File: config.mk
export PLATFORM = sky130hd
export DESIGN_NAME = dram_timing_seq
export DESIGN_NICKNAME = d
export VERILOG_FILES = /design/src/rtl/dram_seq_pkg.sv /design/src/rtl/dram_addr_hold.sv /design/src/rtl/dram_pre_timer.sv /design/src/rtl/dram_seq_fsm.sv /design/src/rtl/dram_timing_seq.sv
export SDC_FILE = /design/constraint.sdc
export NUM_CORES = 1
export LEC_CHECK = 0
export BUFFER_PORTS_ARGS = -buffer_cell sky130_fd_sc_hd__buf_4
export CAP_MARGIN = 20
export CORE_AREA = 2 2 88 90
export DETAILED_ROUTE_END_ITERATION = 10
export DIE_AREA = 0 0 90 92
export PLACE_DENSITY = 0.49
export SETUP_SLACK_MARGIN = 0.1
export SLEW_MARGIN = 0
export SYNTH_ARGS = -nofsm -noshare
export SYNTH_HDL_FRONTEND = slang
export SYNTH_SLANG_ARGS = --single-unit
export TNS_END_PERCENT = 50
File: constraint.sdc
create_clock -name clk -period 2 [get_ports clk]
set_clock_uncertainty 0.05 [all_clocks]
set_input_delay 0.2 -clock clk [delete_from_list [all_inputs] [get_ports clk]]
set_output_delay 0.2 -clock clk [all_outputs]
set_load 0.05 [all_outputs]
File: src/rtl/dram_seq_pkg.sv
`timescale 1ns/1ps
// Shared types for the DRAM access timing sequencer.
// Assumes: enums are only compared inside this block's modules.
package dram_seq_pkg;
    typedef enum logic [2:0] {
        ST_IDLE,
        ST_RWAIT,
        ST_RRAS,
        ST_ACC,
        ST_AHOLD
    } seq_state_t;

    typedef enum logic [1:0] {
        SEL_ROW,
        SEL_COL,
        SEL_RFSH
    } addr_sel_t;
endpackage

File: src/rtl/dram_addr_hold.sv
`timescale 1ns/1ps
// Address capture stage: transparent while ale_n is low, holding while high.
// Assumes: the input is stable for one tick before ale_n rises, because the
// held copy is refreshed on clock ticks rather than by a level latch.
module dram_addr_hold #(
    parameter int W = 10
) (
    input  logic         clk,
    input  logic         rst_n,
    input  logic         ale_n,
    input  logic [W-1:0] d,
    output logic [W-1:0] q
);
    logic [W-1:0] held;

    // Track the live address on every tick the latch is open.
    always_ff @(posedge clk) begin
        if (!rst_n)      held <= '0;
        else if (!ale_n) held <= d;
    end

    // Open latch passes the input straight through.
    assign q = ale_n ? held : d;
endmodule

File: src/rtl/dram_pre_timer.sv
`timescale 1ns/1ps
// Precharge timer: counts ticks of row strobe high and reports when a host
// access (next tick) or a refresh (one tick later) may assert the strobe.
// Assumes: pre_sel only changes while the strobe is high and the block idle.
module dram_pre_timer #(
    parameter int PRE_LONG  = 4,
    parameter int PRE_SHORT = 3
) (
    input  logic clk,
    input  logic rst_n,
    input  logic ras_n,
    input  logic pre_sel,
    output logic acc_ok,
    output logic rf_ok
);
    localparam int CMAX = 2 * PRE_LONG;
    localparam int CW   = $clog2(CMAX + 1);
    localparam logic [CW-1:0] CNT_TOP  = CW'(CMAX);
    localparam logic [CW-1:0] ACC_LONG = CW'(2 * PRE_LONG - 1);
    localparam logic [CW-1:0] ACC_SHRT = CW'(2 * PRE_SHORT - 1);
    localparam logic [CW-1:0] RF_LONG  = CW'(2 * PRE_LONG - 2);
    localparam logic [CW-1:0] RF_SHRT  = CW'(2 * PRE_SHORT - 2);

    logic [CW-1:0] cnt;
    logic [CW-1:0] acc_need;
    logic [CW-1:0] rf_need;

    // Count strobe-high ticks, saturating, cleared while the strobe is low.
    always_ff @(posedge clk) begin
        if (!rst_n)           cnt <= CNT_TOP;
        else if (!ras_n)      cnt <= '0;
        else if (cnt < CNT_TOP) cnt <= cnt + 1'b1;
    end

    // Pick thresholds from the precharge select.
    always_comb begin
        acc_need = pre_sel ? ACC_SHRT : ACC_LONG;
        rf_need  = pre_sel ? RF_SHRT  : RF_LONG;
    end

    assign acc_ok = (cnt >= acc_need);
    assign rf_ok  = (cnt >= rf_need);


    ras_precharge_chk: assert property (@(posedge clk) disable iff (!rst_n)
        $fell(ras_n) |-> ($past(cnt) >= $past(acc_need)));
endmodule

File: src/rtl/dram_seq_fsm.sv
`timescale 1ns/1ps
// Cycle sequencer: arbitrates host (even ticks) against refresh (odd ticks),
// runs the access and refresh strobe timing and selects the address source.
// Assumes: hold_sel is static during an access; rfsh_req stays high until
// rfsh_ack is seen.
module dram_seq_fsm
    import dram_seq_pkg::*;
#(
    parameter int RAS_CYC    = 4,
    parameter int ACK_CYC    = 4,
    parameter int CAS_TICKS  = 3,
    parameter int HOLD_LONG  = 2,
    parameter int HOLD_SHORT = 1
) (
    input  logic      clk,
    input  logic      rst_n,
    input  logic      req_n,
    input  logic      rfsh_req,
    input  logic      page_n,
    input  logic      hold_sel,
    input  logic      acc_ok,
    input  logic      rf_ok,
    output logic      ras_n,
    output logic      cas_n,
    output logic      gnt,
    output logic      ack_low,
    output addr_sel_t sel,
    output logic      rfsh_ack
);
    localparam int RAS_T  = 2 * RAS_CYC;
    localparam int ACK_T  = 2 * ACK_CYC;
    localparam int TMAX0  = (RAS_T > ACK_T) ? RAS_T : ACK_T;
    localparam int TMAX   = (TMAX0 > CAS_TICKS) ? TMAX0 : CAS_TICKS;
    localparam int TW     = $clog2(TMAX + 1);
    localparam logic [TW-1:0] TC_TOP   = TW'(TMAX);
    localparam logic [TW-1:0] RAS_END  = TW'(RAS_T - 1);
    localparam logic [TW-1:0] ACK_AT   = TW'(ACK_T);
    localparam logic [TW-1:0] CAS_AT   = TW'(CAS_TICKS);
    localparam logic [TW-1:0] HOLD_L   = TW'(HOLD_LONG);
    localparam logic [TW-1:0] HOLD_S   = TW'(HOLD_SHORT);

    seq_state_t    state;
    logic          ph;
    logic [TW-1:0] tc;
    logic          in_acc;

    // Phase bit: 0 marks the even (rising base) tick, 1 the odd tick.
    always_ff @(posedge clk) begin
        if (!rst_n) ph <= 1'b0;
        else        ph <= ~ph;
    end

    // Main state register, tick counter and refresh completion pulse.
    always_ff @(posedge clk) begin
        if (!rst_n) begin
            state    <= ST_IDLE;
            tc       <= '0;
            rfsh_ack <= 1'b0;
        end else begin
            rfsh_ack <= 1'b0;
            if (state != ST_IDLE && state != ST_RWAIT && tc < TC_TOP)
                tc <= tc + 1'b1;
            case (state)
                ST_IDLE: begin
                    if (!ph && !req_n && acc_ok) begin
                        state <= ST_ACC;
                        tc    <= '0;
                    end else if (ph && rfsh_req && rf_ok) begin
                        state <= ST_RWAIT;
                    end
                end
                ST_RWAIT: begin
                    state <= ST_RRAS;
                    tc    <= '0;
                end
                ST_RRAS: begin
                    if (tc == RAS_END) begin
                        state    <= ST_IDLE;
                        rfsh_ack <= 1'b1;
                    end
                end
                ST_ACC: begin
                    if (!ph && tc >= RAS_END) begin
                        if (req_n)       state <= ST_IDLE;
                        else if (page_n) state <= ST_AHOLD;
                    end
                end
                ST_AHOLD: begin
                    if (!ph && req_n) state <= ST_IDLE;
                end
                default: state <= ST_IDLE;
            endcase
        end
    end

    // Strobes, grant and acknowledge decoded from state and tick count.
    always_comb begin
        in_acc  = (state == ST_ACC) || (state == ST_AHOLD);
        ras_n   = !((state == ST_ACC) || (state == ST_RRAS));
        gnt     = in_acc;
        cas_n   = !(in_acc && tc >= CAS_AT);
        ack_low = in_acc && tc >= ACK_AT;
    end

    // Address source selection with the row hold option.
    always_comb begin
        if (state == ST_RWAIT || state == ST_RRAS)
            sel = SEL_RFSH;
        else if (in_acc && tc >= (hold_sel ? HOLD_S : HOLD_L))
            sel = SEL_COL;
        else
            sel = SEL_ROW;
    end


    ras_width_chk: assert property (@(posedge clk) disable iff (!rst_n)
        $rose(ras_n) |-> ($past(tc) >= RAS_END));


    rfsh_sample_odd_chk: assert property (@(posedge clk) disable iff (!rst_n)
        (state == ST_RWAIT) |-> !ph);
endmodule

File: src/rtl/dram_timing_seq.sv
`timescale 1ns/1ps
// DRAM access timing sequencer top: address capture, precharge timer,
// cycle sequencer and the multiplexed address output.
// Assumes: clk runs at twice the DRAM base rate; refresh request generation
// and the refresh address counter live outside this block.
module dram_timing_seq
    import dram_seq_pkg::*;
#(
    parameter int AW         = 10,
    parameter int RAS_CYC    = 4,
    parameter int ACK_CYC    = 4,
    parameter int CAS_TICKS  = 3,
    parameter int HOLD_LONG  = 2,
    parameter int HOLD_SHORT = 1,
    parameter int PRE_LONG   = 4,
    parameter int PRE_SHORT  = 3
) (
    input  logic          clk,
    input  logic          rst_n,
    input  logic          req_n,
    input  logic          page_n,
    input  logic          hold_sel,
    input  logic          pre_sel,
    input  logic          ale_n,
    input  logic [AW-1:0] row_addr,
    input  logic [AW-1:0] col_addr,
    input  logic          rfsh_req,
    input  logic [AW-1:0] rfsh_addr,
    output logic          ras_n,
    output logic          cas_n,
    output logic          gnt,
    output logic          ack_n_d,
    output logic          ack_oe,
    output logic [AW-1:0] ma,
    output logic          rfsh_ack
);
    logic [AW-1:0] row_q;
    logic [AW-1:0] col_q;
    logic          acc_ok;
    logic          rf_ok;
    logic          ack_low;
    addr_sel_t     sel;

    dram_addr_hold #(.W(AW)) u_row (
        .clk(clk), .rst_n(rst_n), .ale_n(ale_n), .d(row_addr), .q(row_q));

    dram_addr_hold #(.W(AW)) u_col (
        .clk(clk), .rst_n(rst_n), .ale_n(ale_n), .d(col_addr), .q(col_q));

    dram_pre_timer #(.PRE_LONG(PRE_LONG), .PRE_SHORT(PRE_SHORT)) u_pre (
        .clk(clk), .rst_n(rst_n), .ras_n(ras_n), .pre_sel(pre_sel),
        .acc_ok(acc_ok), .rf_ok(rf_ok));

    dram_seq_fsm #(
        .RAS_CYC(RAS_CYC), .ACK_CYC(ACK_CYC), .CAS_TICKS(CAS_TICKS),
        .HOLD_LONG(HOLD_LONG), .HOLD_SHORT(HOLD_SHORT)
    ) u_fsm (
        .clk(clk), .rst_n(rst_n), .req_n(req_n), .rfsh_req(rfsh_req),
        .page_n(page_n), .hold_sel(hold_sel), .acc_ok(acc_ok), .rf_ok(rf_ok),
        .ras_n(ras_n), .cas_n(cas_n), .gnt(gnt), .ack_low(ack_low),
        .sel(sel), .rfsh_ack(rfsh_ack));

    // Drive the DRAM address from the selected source.
    always_comb begin
        case (sel)
            SEL_COL:  ma = col_q;
            SEL_RFSH: ma = rfsh_addr;
            default:  ma = row_q;
        endcase
    end

    // Acknowledge is only driven while the host holds its request.
    assign ack_n_d = !ack_low;
    assign ack_oe  = gnt && !req_n;


    grant_start_chk: assert property (@(posedge clk) disable iff (!rst_n)
        $rose(gnt) |-> (!ras_n && $past(!req_n)));


    cas_delay_chk: assert property (@(posedge clk) disable iff (!rst_n)
        $fell(cas_n) |-> (gnt && !ras_n && $past(gnt, 3) && !$past(gnt, 4)));


    col_half_chk: assert property (@(posedge clk) disable iff (!rst_n)
        ($fell(ras_n) && gnt && hold_sel) |=> (sel == SEL_COL));


    rfsh_end_chk: assert property (@(posedge clk) disable iff (!rst_n)
        rfsh_ack |-> (!gnt && ras_n && $past(!ras_n)));


    addr_hold_chk: assert property (@(posedge clk) disable iff (!rst_n)
        (ale_n && $past(ale_n) && sel == SEL_ROW && $past(sel) == SEL_ROW)
            |-> $stable(ma));
endmodule

* After elaboration in Yosys (flattened, before gate mapping) *
Cells that the tools add are included.

operators by class
  reduce and logical (&&, ||, !) cells = 26
  multiplexer cells = 22
  equality and inequality tests = 13
  bitwise operators = 2
  add/sub/neg operators = 2
  magnitude comparators = 8

operator list
  kind                   number
  $mux W3                7
  $mux W10               2
  $pmux W10 S2           1
  $mux W4                4
  $pmux W3 S5            1
  $ge A4 B4 Y1           3
  $logic_and A1 B1 Y1    12
  $add A4 B1 Y4 const B  2
  $lt A4 B4 Y1 const B   2
  $mux W2                4
  $pmux W4 S2            1
  $eq A3 B2 Y1 const B   2
  $ne A2 B1 Y1 const B   3
  $ne A3 B1 Y1 const B   2
  $logic_not A1 Y1       5
  $reduce_and A5 Y1      1
  $eq A4 B3 Y1 const B   1
  $ge A4 B2 Y1 const B   1
  $ge A4 B3 Y1 const B   1
  $ge A4 B4 Y1 const B   1
  $eq A3 B1 Y1 const B   1
  $eq A3 B3 Y1 const B   1
  $logic_not A3 Y1       1
  $logic_or A1 B1 Y1     3
  9 further kinds        11

word-level totals
  output and inout bits = 16
  logic and storage cells = 81
  bits of input ports = 38
  flip-flop bits (word level) = 33

* Logic depth before layout (Yosys ltp) *
Gate-level depths: netlist (run 1).

  depth in word-level cells = 7
  gate-level depth with buffers = 7
  gate-level depth less buffers = 7

* By module *
Synthesis (run 1) repeated with hierarchy kept, for this count alone.

unflattened totals
  cell total of the unflattened synthesis = 194
  area total of the unflattened synthesis = 1958.1 µm²

modules (own cells, without submodules)
  module           cells each  seq. area each (µm²)  times used  area each (µm²)
  dram_addr_hold   31          200.2                 2           426.7
  dram_seq_fsm     67          180.2                 1           551.8
  dram_timing_seq  40          0.0                   1           327.8
  dram_pre_timer   25          80.1                  1           225.2

* Worst setup path before layout (run 1) *
OpenSTA, ideal clock, no wires.

  path kind = reg2out
  start point = reg u_fsm.tc[0]
  end point = out ma[0]
  buffers on the path = 0
  cell stages (with the launch flop) = 8
  data required time = 1750 ps
  arrival = 1867 ps
  path slack = -117 ps
  path through = dfxtp_1 inv_1 ha_1 inv_1 a21boi_0 o41ai_4 o21ai_4 o221ai_2

between the ends
  longest elaborated chain between the ends = 6

ends and longest elaborated chain
  element                                              RTL line               RTL
  start: declaration                                   dram_seq_fsm.sv:44     logic [TW-1:0] tc;
  start signal: assignment                             dram_seq_fsm.sv:62     tc <= tc + 1'b1;
  $ge A4 B4 Y1 (*)                                     dram_seq_fsm.sv:109    else if (in_acc && tc >= (hold_sel ? HOLD_S : HOLD_L))
  $logic_and A1 B1 Y1 (*)                              dram_seq_fsm.sv:109
  $mux W1 (*)                                          dram_seq_fsm.sv:109
  $mux W2 (*)                                          dram_seq_fsm.sv:107    if (state == ST_RWAIT || state == ST_RRAS)
  $eq A2 B2 Y1 / $eq A2 B1 Y1 (equally long branches)  dram_timing_seq.sv:65  case (sel)
  $pmux W10 S2 (*)                                     dram_timing_seq.sv:65
  end: declaration                                     dram_timing_seq.sv:34  output logic [AW-1:0] ma,

Every way passes the cells marked *; elsewhere a longest branch is shown, timed or not.

* Worst setup path in the final report (run 1) *
  start point = reg u_fsm.tc[0]
  end point = out ma[8]

The elaborated chain is that of the path after synthesis.

==> impl_metrics.py, run 1 <==
metrics = {
    "status": {
        "status": "complete, but fails checks",
        "violations": "negative setup slack",
    },
    "clocking": {
        "cts.clk_slew.worst_paths_ps": 80,
        "clock_path_buffers": 2,
        "hold_buffers": 0,
        "cts_root_buffer": "clkbuf_8",
        "cts_inserted_buffers": 5,
        "htreeDepth": 2,
        "clk_latency_ps": 280,
        "cts_tree": "done",
        "clock-sinks": 33,
    },
    "power": {
        "leakagePower_nw": 1.16,
        "p_total_mw": 2.66,
        "power_density_nw_per_um2": 959,
        "irDropWorstVdd_mv": 0.276,
    },
    "run": {
        "cap_violations": 0,
    },
    "cells_and_area": {
        "multi_input_area_um2": 1190,
        "syn_to_final_growth_pct": 54.5,
        "drive_gt1_share_pct": 43.7,
        "fin_cells": 356,
        "finalInstanceArea_um2": 2770,
        "fill_cells": 771,
        "diodes": 0,
        "layout.nets": 298,
        "seqCellArea_um2": 666,
    },
    "min_path": {
        "hold_path.class": "input port to flop",
    },
    "worst_setup_path": {
        "crit_family": "buffers and inverters",
        "startpoint_type": "flop",
        "path_class": "flop to output pin",
        "slowest_delay_ps": 340,
        "slowest_stage": "dfxtp_2",
        "cp.required_ps": 1750,
        "arrival_ps": 1970,
        "end_kind": "output pin",
        "cp_cell_sequence": "inv_2, ha_4, inv_2, a21boi_4, o41ai_4, buf_4, buf_12, buf_12, o221ai_4, buf_6",
        "critPathMaxFanout": 5,
        "path_buf_inv": 6,
    },
    "yosys": {
        "synth_most_common_cell": "dfxtp_1",
        "async_flop_share_pct": 0,
        "ys_ff_latch": 33,
        "synth_flop_cell": "dfxtp_1",
        "yosysTopAreaCellShare_pct": 36.8,
        "ys_seq_area_share_pct": 36.8,
        "synthTopCellsByCount": "dfxtp_1 (33), mux2i_1 (22), nor2b_1 (22)",
        "yosys_warnings": 0,
        "synthCells": 180,
        "synth_fp_nets": 225,
        "synth.area.top_cells": "dfxtp_1 (37%), mux2i_1 (12%), o221ai_2 (8.4%), nor2b_1 (7.7%), ha_1 (4.9%)",
        "ys_types": 37,
        "syn_avg_cell_area_um2": 9.97,
        "netlist_area_um2": 1790,
        "synth_edf_count": 0,
        "synth_area_leader_cell": "dfxtp_1",
    },
    "timing": {
        "relSlewSlack_pct": 69.1,
        "hold_violations": 0,
        "setup_tns_ps": -1870,
        "min_period_over_period_pct": 111,
        "drv_slew": 0,
        "finalWorstSetupSlack_ps": -216,
        "tightest_slew_ps": 464,
        "post-route-min-period_ps": 2220,
        "timing.fmax_mhz": 451,
        "rsz0062_at_grt": "yes",
        "setup_viol": 10,
    },
    "placed_design": {
        "gp_congestion": 0.739,
        "dpl.hpwl_mm": 3.15,
        "io_buffers": 53,
        "dpl.cell_count": 343,
        "post-place-ws_ps": -20.3,
        "dpl_cell_area_um2": 2540,
    },
    "floorplanning": {
        "start_util_pct": 24.1,
        "die_h_um": 92,
        "std_cell_rows": 32,
        "boundaryPins": 54,
        "coreArea_um2": 7450,
        "die_x_um": 90,
        "fp.dieArea_um2": 8280,
    },
    "routing": {
        "remaining_drc_errors": 0,
        "dr.pass1.iters": 5,
        "totalWireLength_mm": 4.37,
        "vias": 1540,
        "viasPerCell": 4.33,
        "ant_nets": 0,
        "wl_per_cell_um": 12.3,
        "drtIter0Drc": 34,
    },
    "grt": {
        "grt_max_degree": 30,
        "grt_pass1_wl_mm": 7.13,
        "grt_usage_pct": 10.7,
        "overflow": 0,
        "grt_antenna_before_repair": 0,
        "grt_pass1_vias": 1506,
    },
}
==> logic make-up (layout without fill, tap and decap cells) <==
family,Yosys count,in the layout,synth area share (%)
and+or+nand+nor,60,60,18.3
AOI/OAI and AO/OA,34,34,19.1
DFF,33,33,36.8
muxes,23,23,12.9
buffers and inverters,18,92,5.58
adders and majority gates,7,7,4.88
xor gates and xnor gates,5,5,2.44
==> power breakdown <==
part           switching (mW)  leakage [nW]  total (mW)  internal [mW]
registers              0.0408         0.273       0.748          0.707
clock network           0.257        0.0439       0.497          0.240
logic                   0.785         0.847        1.41          0.628
==> cell usage in the layout (no fill, tap or decap), types with 3 or more instances in the layout <==
cell       n
a21oi_1    5
buf_12     3
buf_4     58
buf_6     13
clkbuf_8   5
dfxtp_1   29
dfxtp_2    4
ha_1       5
inv_1      7
mux2i_1   22
nand2_1   19
nor2_1     8
nor2b_1   22
o21ai_0    5
o221ai_4  10
xnor2_1    4
==> per-layer routing <==
layer | GRT usage, % | part of all wire (%) | vias to the layer above
li1 | - | - | 773
met1 | 13.8 | 44 | 705
met2 | 17.2 | 48 | 58
met3 | 3.53 | 6.9 | 4
met4 | 3.08 | 0.82 | 0
met5 | 0 | 0 | -
==> timing repair <==
action	CTS	global route
gates cloned	1	0
setup endpoints to repair	10	14
buffers inserted	3	1
pin swaps	5	1
gates resized for setup	20	1
==> worst reg2reg max path: cells and delay by family (launching register included) <==
family	cells	cell delay, ps
flip-flops	1	400
buffers and inverters	1	60
adder cells (fa/ha/maj)	1	280
AO/OA/AOI/OAI	3	660
AND/OR/NAND/NOR	1	120
==> layout make-up <==
cell class,count,share of cell area [%]
repair buffers,75,24.1
flip-flops and latches,33,24.0
inverters,9,1.22
well taps,102,4.60
clock buffers,5,2.48
clock inverters,3,0.632
multi-input cells,129,42.9
==> worst paths after layout <==
path              slack (ps)  cells after the start                       from                  endpoint
setup / recovery        -220                     10     u_fsm.tc[0]$_SDFF_PN0_                     ma[8]
hold / removal           190                      3                col_addr[0]  u_col.held[0]$_SDFF_PN0_
setup reg to reg         300                      6  u_pre.cnt[1]$_SDFFE_PP0N_    u_fsm.tc[2]$_SDFF_PN0_
hold reg to reg          470                      1        u_fsm.ph$_SDFF_PN0_       u_fsm.ph$_SDFF_PN0_
==> metrics by stage <==
| stage | hold slack [ps] | util [%] |
|---|---|---|
| 3_5_place_dp | 444 | 34.1 |
| 5_1_grt | 204 | 37.2 |
| 2_1_floorplan | 382 | - |
| 4_1_cts | 191 | 37.1 |
| 6_report | 192 | 37.2 |
| 3_3_place_gp | 440 | 34.1 |
==> flip-flops by register name, summed over array words and instances (netlist names) <==
signal / cells
u_fsm.tc: 4
u_fsm.state: 3
u_fsm.ph: 1
u_fsm.rfsh_ack: 1
u_row.held: 10
u_pre.cnt: 4
u_col.held: 10
(Power assumes the default switching activity.)
==> run 2: changes to the inputs <==
--- a/config.mk
+++ b/config.mk
@@ -10,6 +10,7 @@
 export CORE_AREA = 2 2 88 90
 export DETAILED_ROUTE_END_ITERATION = 10
 export DIE_AREA = 0 0 90 92
+export MAX_ROUTING_LAYER = met4
 export PLACE_DENSITY = 0.49
 export SETUP_SLACK_MARGIN = 0.1
 export SLEW_MARGIN = 0
==> run 2 against run 1 <==
Total power hardly changed. Utilization stayed put. Fmax hardly changed. Critical path depth stayed put. Clock power hardly changed. Combinational power hardly changed. Worst hold slack hardly changed. Cell count stayed put. The flow still finishes with violations (negative setup slack). Highest routed layer unchanged.
==> impl_metrics.py, run 2 (synthesis gave the netlist of run 1 again) <==
metrics = {
    "clocking": {
        "htreeDepth": 2,
        "cts_root_buffer": "clkbuf_8",
        "clk_latency_ps": 280,
        "cts_tree": "done",
        "cts.clk_slew.worst_paths_ps": 80,
        "clock_path_buffers": 2,
        "cts_inserted_buffers": 5,
        "clock-sinks": 33,
    },
    "min_path": {
        "worstHoldStart": "col_addr[0]",
        "min_path_cells": 3,
        "hold_path.class": "input port to flop",
        "min_to": "u_col.held[0]$_SDFF_PN0_",
    },
    "cells_and_area": {
        "layout.nets": 298,
        "utilization_pct": 37.2,
        "drive_gt1_share_pct": 43.7,
        "diodes": 0,
        "finalInstanceArea_um2": 2770,
        "largestRegisters": "u_col.held: 10 flops, u_row.held: 10 flops",
        "syn_to_final_growth_pct": 54.5,
        "final_cell_mix": "buf_4 (58), dfxtp_1 (29), mux2i_1 (22), nor2b_1 (22), nand2_1 (19)",
        "mostFrequentLayoutCell": "buf_4",
        "fin_cells": 356,
    },
    "timing": {
        "finalWorstSetupSlack_ps": -217,
        "min_period_over_period_pct": 111,
        "drv_slew": 0,
        "setup_tns_ps": -1870,
        "relSlewSlack_pct": 69.1,
        "hold_ws_ps": 191,
        "tightest_slew_ps": 464,
        "setup_viol": 10,
        "rsz0062_at_grt": "yes",
        "hold_violations": 0,
        "timing.fmax_mhz": 451,
        "post-route-min-period_ps": 2220,
    },
    "power": {
        "leakagePower_nw": 1.16,
        "power_density_nw_per_um2": 959,
        "irDropWorstVdd_mv": 0.276,
    },
    "worst_setup_path": {
        "end_kind": "output pin",
        "startpoint_type": "flop",
        "cp.required_ps": 1750,
        "arrival_ps": 1970,
        "path_class": "flop to output pin",
        "slowest_delay_ps": 340,
        "reg2reg_slack_ps": 300,
        "path_buf_inv": 6,
        "cp_cell_sequence": "inv_2, ha_4, inv_2, a21boi_4, o41ai_4, buf_4, buf_12, buf_12, o221ai_4, buf_6",
        "r2r_start": "u_pre.cnt[1]$_SDFFE_PP0N_",
        "reg2regPathDepth": 6,
        "regToRegEndpoint": "u_fsm.tc[2]$_SDFF_PN0_",
        "slowest_stage": "dfxtp_2",
        "crit_family": "buffers and inverters",
        "critPathMaxFanout": 5,
    },
    "floorplanning": {
        "std_cell_rows": 32,
        "coreArea_um2": 7450,
        "start_util_pct": 24.1,
        "fp.dieArea_um2": 8280,
        "die_x_um": 90,
        "die_h_um": 92,
        "boundaryPins": 54,
    },
    "placed_design": {
        "dpl.hpwl_mm": 3.15,
        "dpl_cell_area_um2": 2540,
        "dpl.cell_count": 343,
        "io_buffers": 53,
        "gp_congestion": 0.749,
    },
    "routing": {
        "dr.pass1.iters": 5,
        "vias": 1538,
        "wl_per_cell_um": 12.3,
        "viasPerCell": 4.32,
        "totalWireLength_mm": 4.37,
        "drtIter0Drc": 47,
        "remaining_drc_errors": 0,
        "ant_nets": 0,
    },
    "grt": {
        "grt_antenna_before_repair": 0,
        "grt_max_degree": 30,
        "grt_usage_pct": 11.0,
        "grt_pass1_vias": 1507,
        "grt_pass1_wl_mm": 7.12,
        "overflow": 0,
    },
    "status": {
        "status": "complete, but fails checks",
        "violations": "negative setup slack",
    },
    "run": {
        "cap_violations": 0,
    },
}
-- run 2: layout make-up --
cell class	count	area [µm²]
Clock buffer	5	68.8
Inverter	9	33.8
Fill cell	771	4670
Sequential cell	33	666
Tap cell	102	128
Multi-Input combinational cell	129	1190
Timing Repair Buffer	75	669
Clock inverter	3	17.5
-- run 2: repair_timing --
item	CTS	global route
hold buffers	0	0
pin swaps	5	1
resized for setup	20	1
cloned	1	0
setup buffers	3	1
setup endpoints to repair	10	14
-- run 2: how the worst max path moves through the flow --
| stage | depth (start not counted) | slack [ps] | startpoint | endpoint |
|---|---|---|---|---|
| 6_report | 10 | -220 | u_fsm.tc[0]$_SDFF_PN0_ | ma[8] |
| 4_1_cts | 10 | -230 | u_fsm.tc[0]$_SDFF_PN0_ | ma[8] |
| 3_5_place_dp | 8 | -20 | hold_sel | ma[8] |
| 2_1_floorplan | 2 | 30 | u_fsm.tc[0]$_SDFF_PN0_ | cas_n |
| 5_1_grt | 10 | -290 | u_fsm.tc[0]$_SDFF_PN0_ | ma[8] |
| 3_3_place_gp | 8 | -20 | hold_sel | ma[7] |
-- run 2: metrics by stage --
step / setup WS, ps / total power [mW]
final: -217 / 2.66
after global routing: -294 / 2.81
after CTS: -231 / 2.69
after detailed placement: -20.3 / 2.06
after global placement: -24.2 / 2.06
after floorplan: 26.5 / 1.65
-- run 2: worst min-delay path, stage by stage --
cell and delay (ps):
buf_4 80, mux2i_1 100, nor2b_1 110
-- run 2: metal layers --
layer | routed length, µm | global-route usage, % | vias to the layer above
met5 | 0 | - | -
met1 | 1930 | 13.8 | 705
li1 | - | - | 773
met3 | 299 | 3.53 | 2
met4 | 16 | 3.08 | 0
met2 | 2120 | 17.2 | 58
-- run 2: power by group --
group / leakage [nW] / switching, mW / total (mW) / internal (mW)
clock network: 0.0439 / 0.257 / 0.497 / 0.240
registers: 0.273 / 0.0408 / 0.748 / 0.707
logic: 0.847 / 0.785 / 1.41 / 0.628
total: 1.16 / 1.08 / 2.66 / 1.58
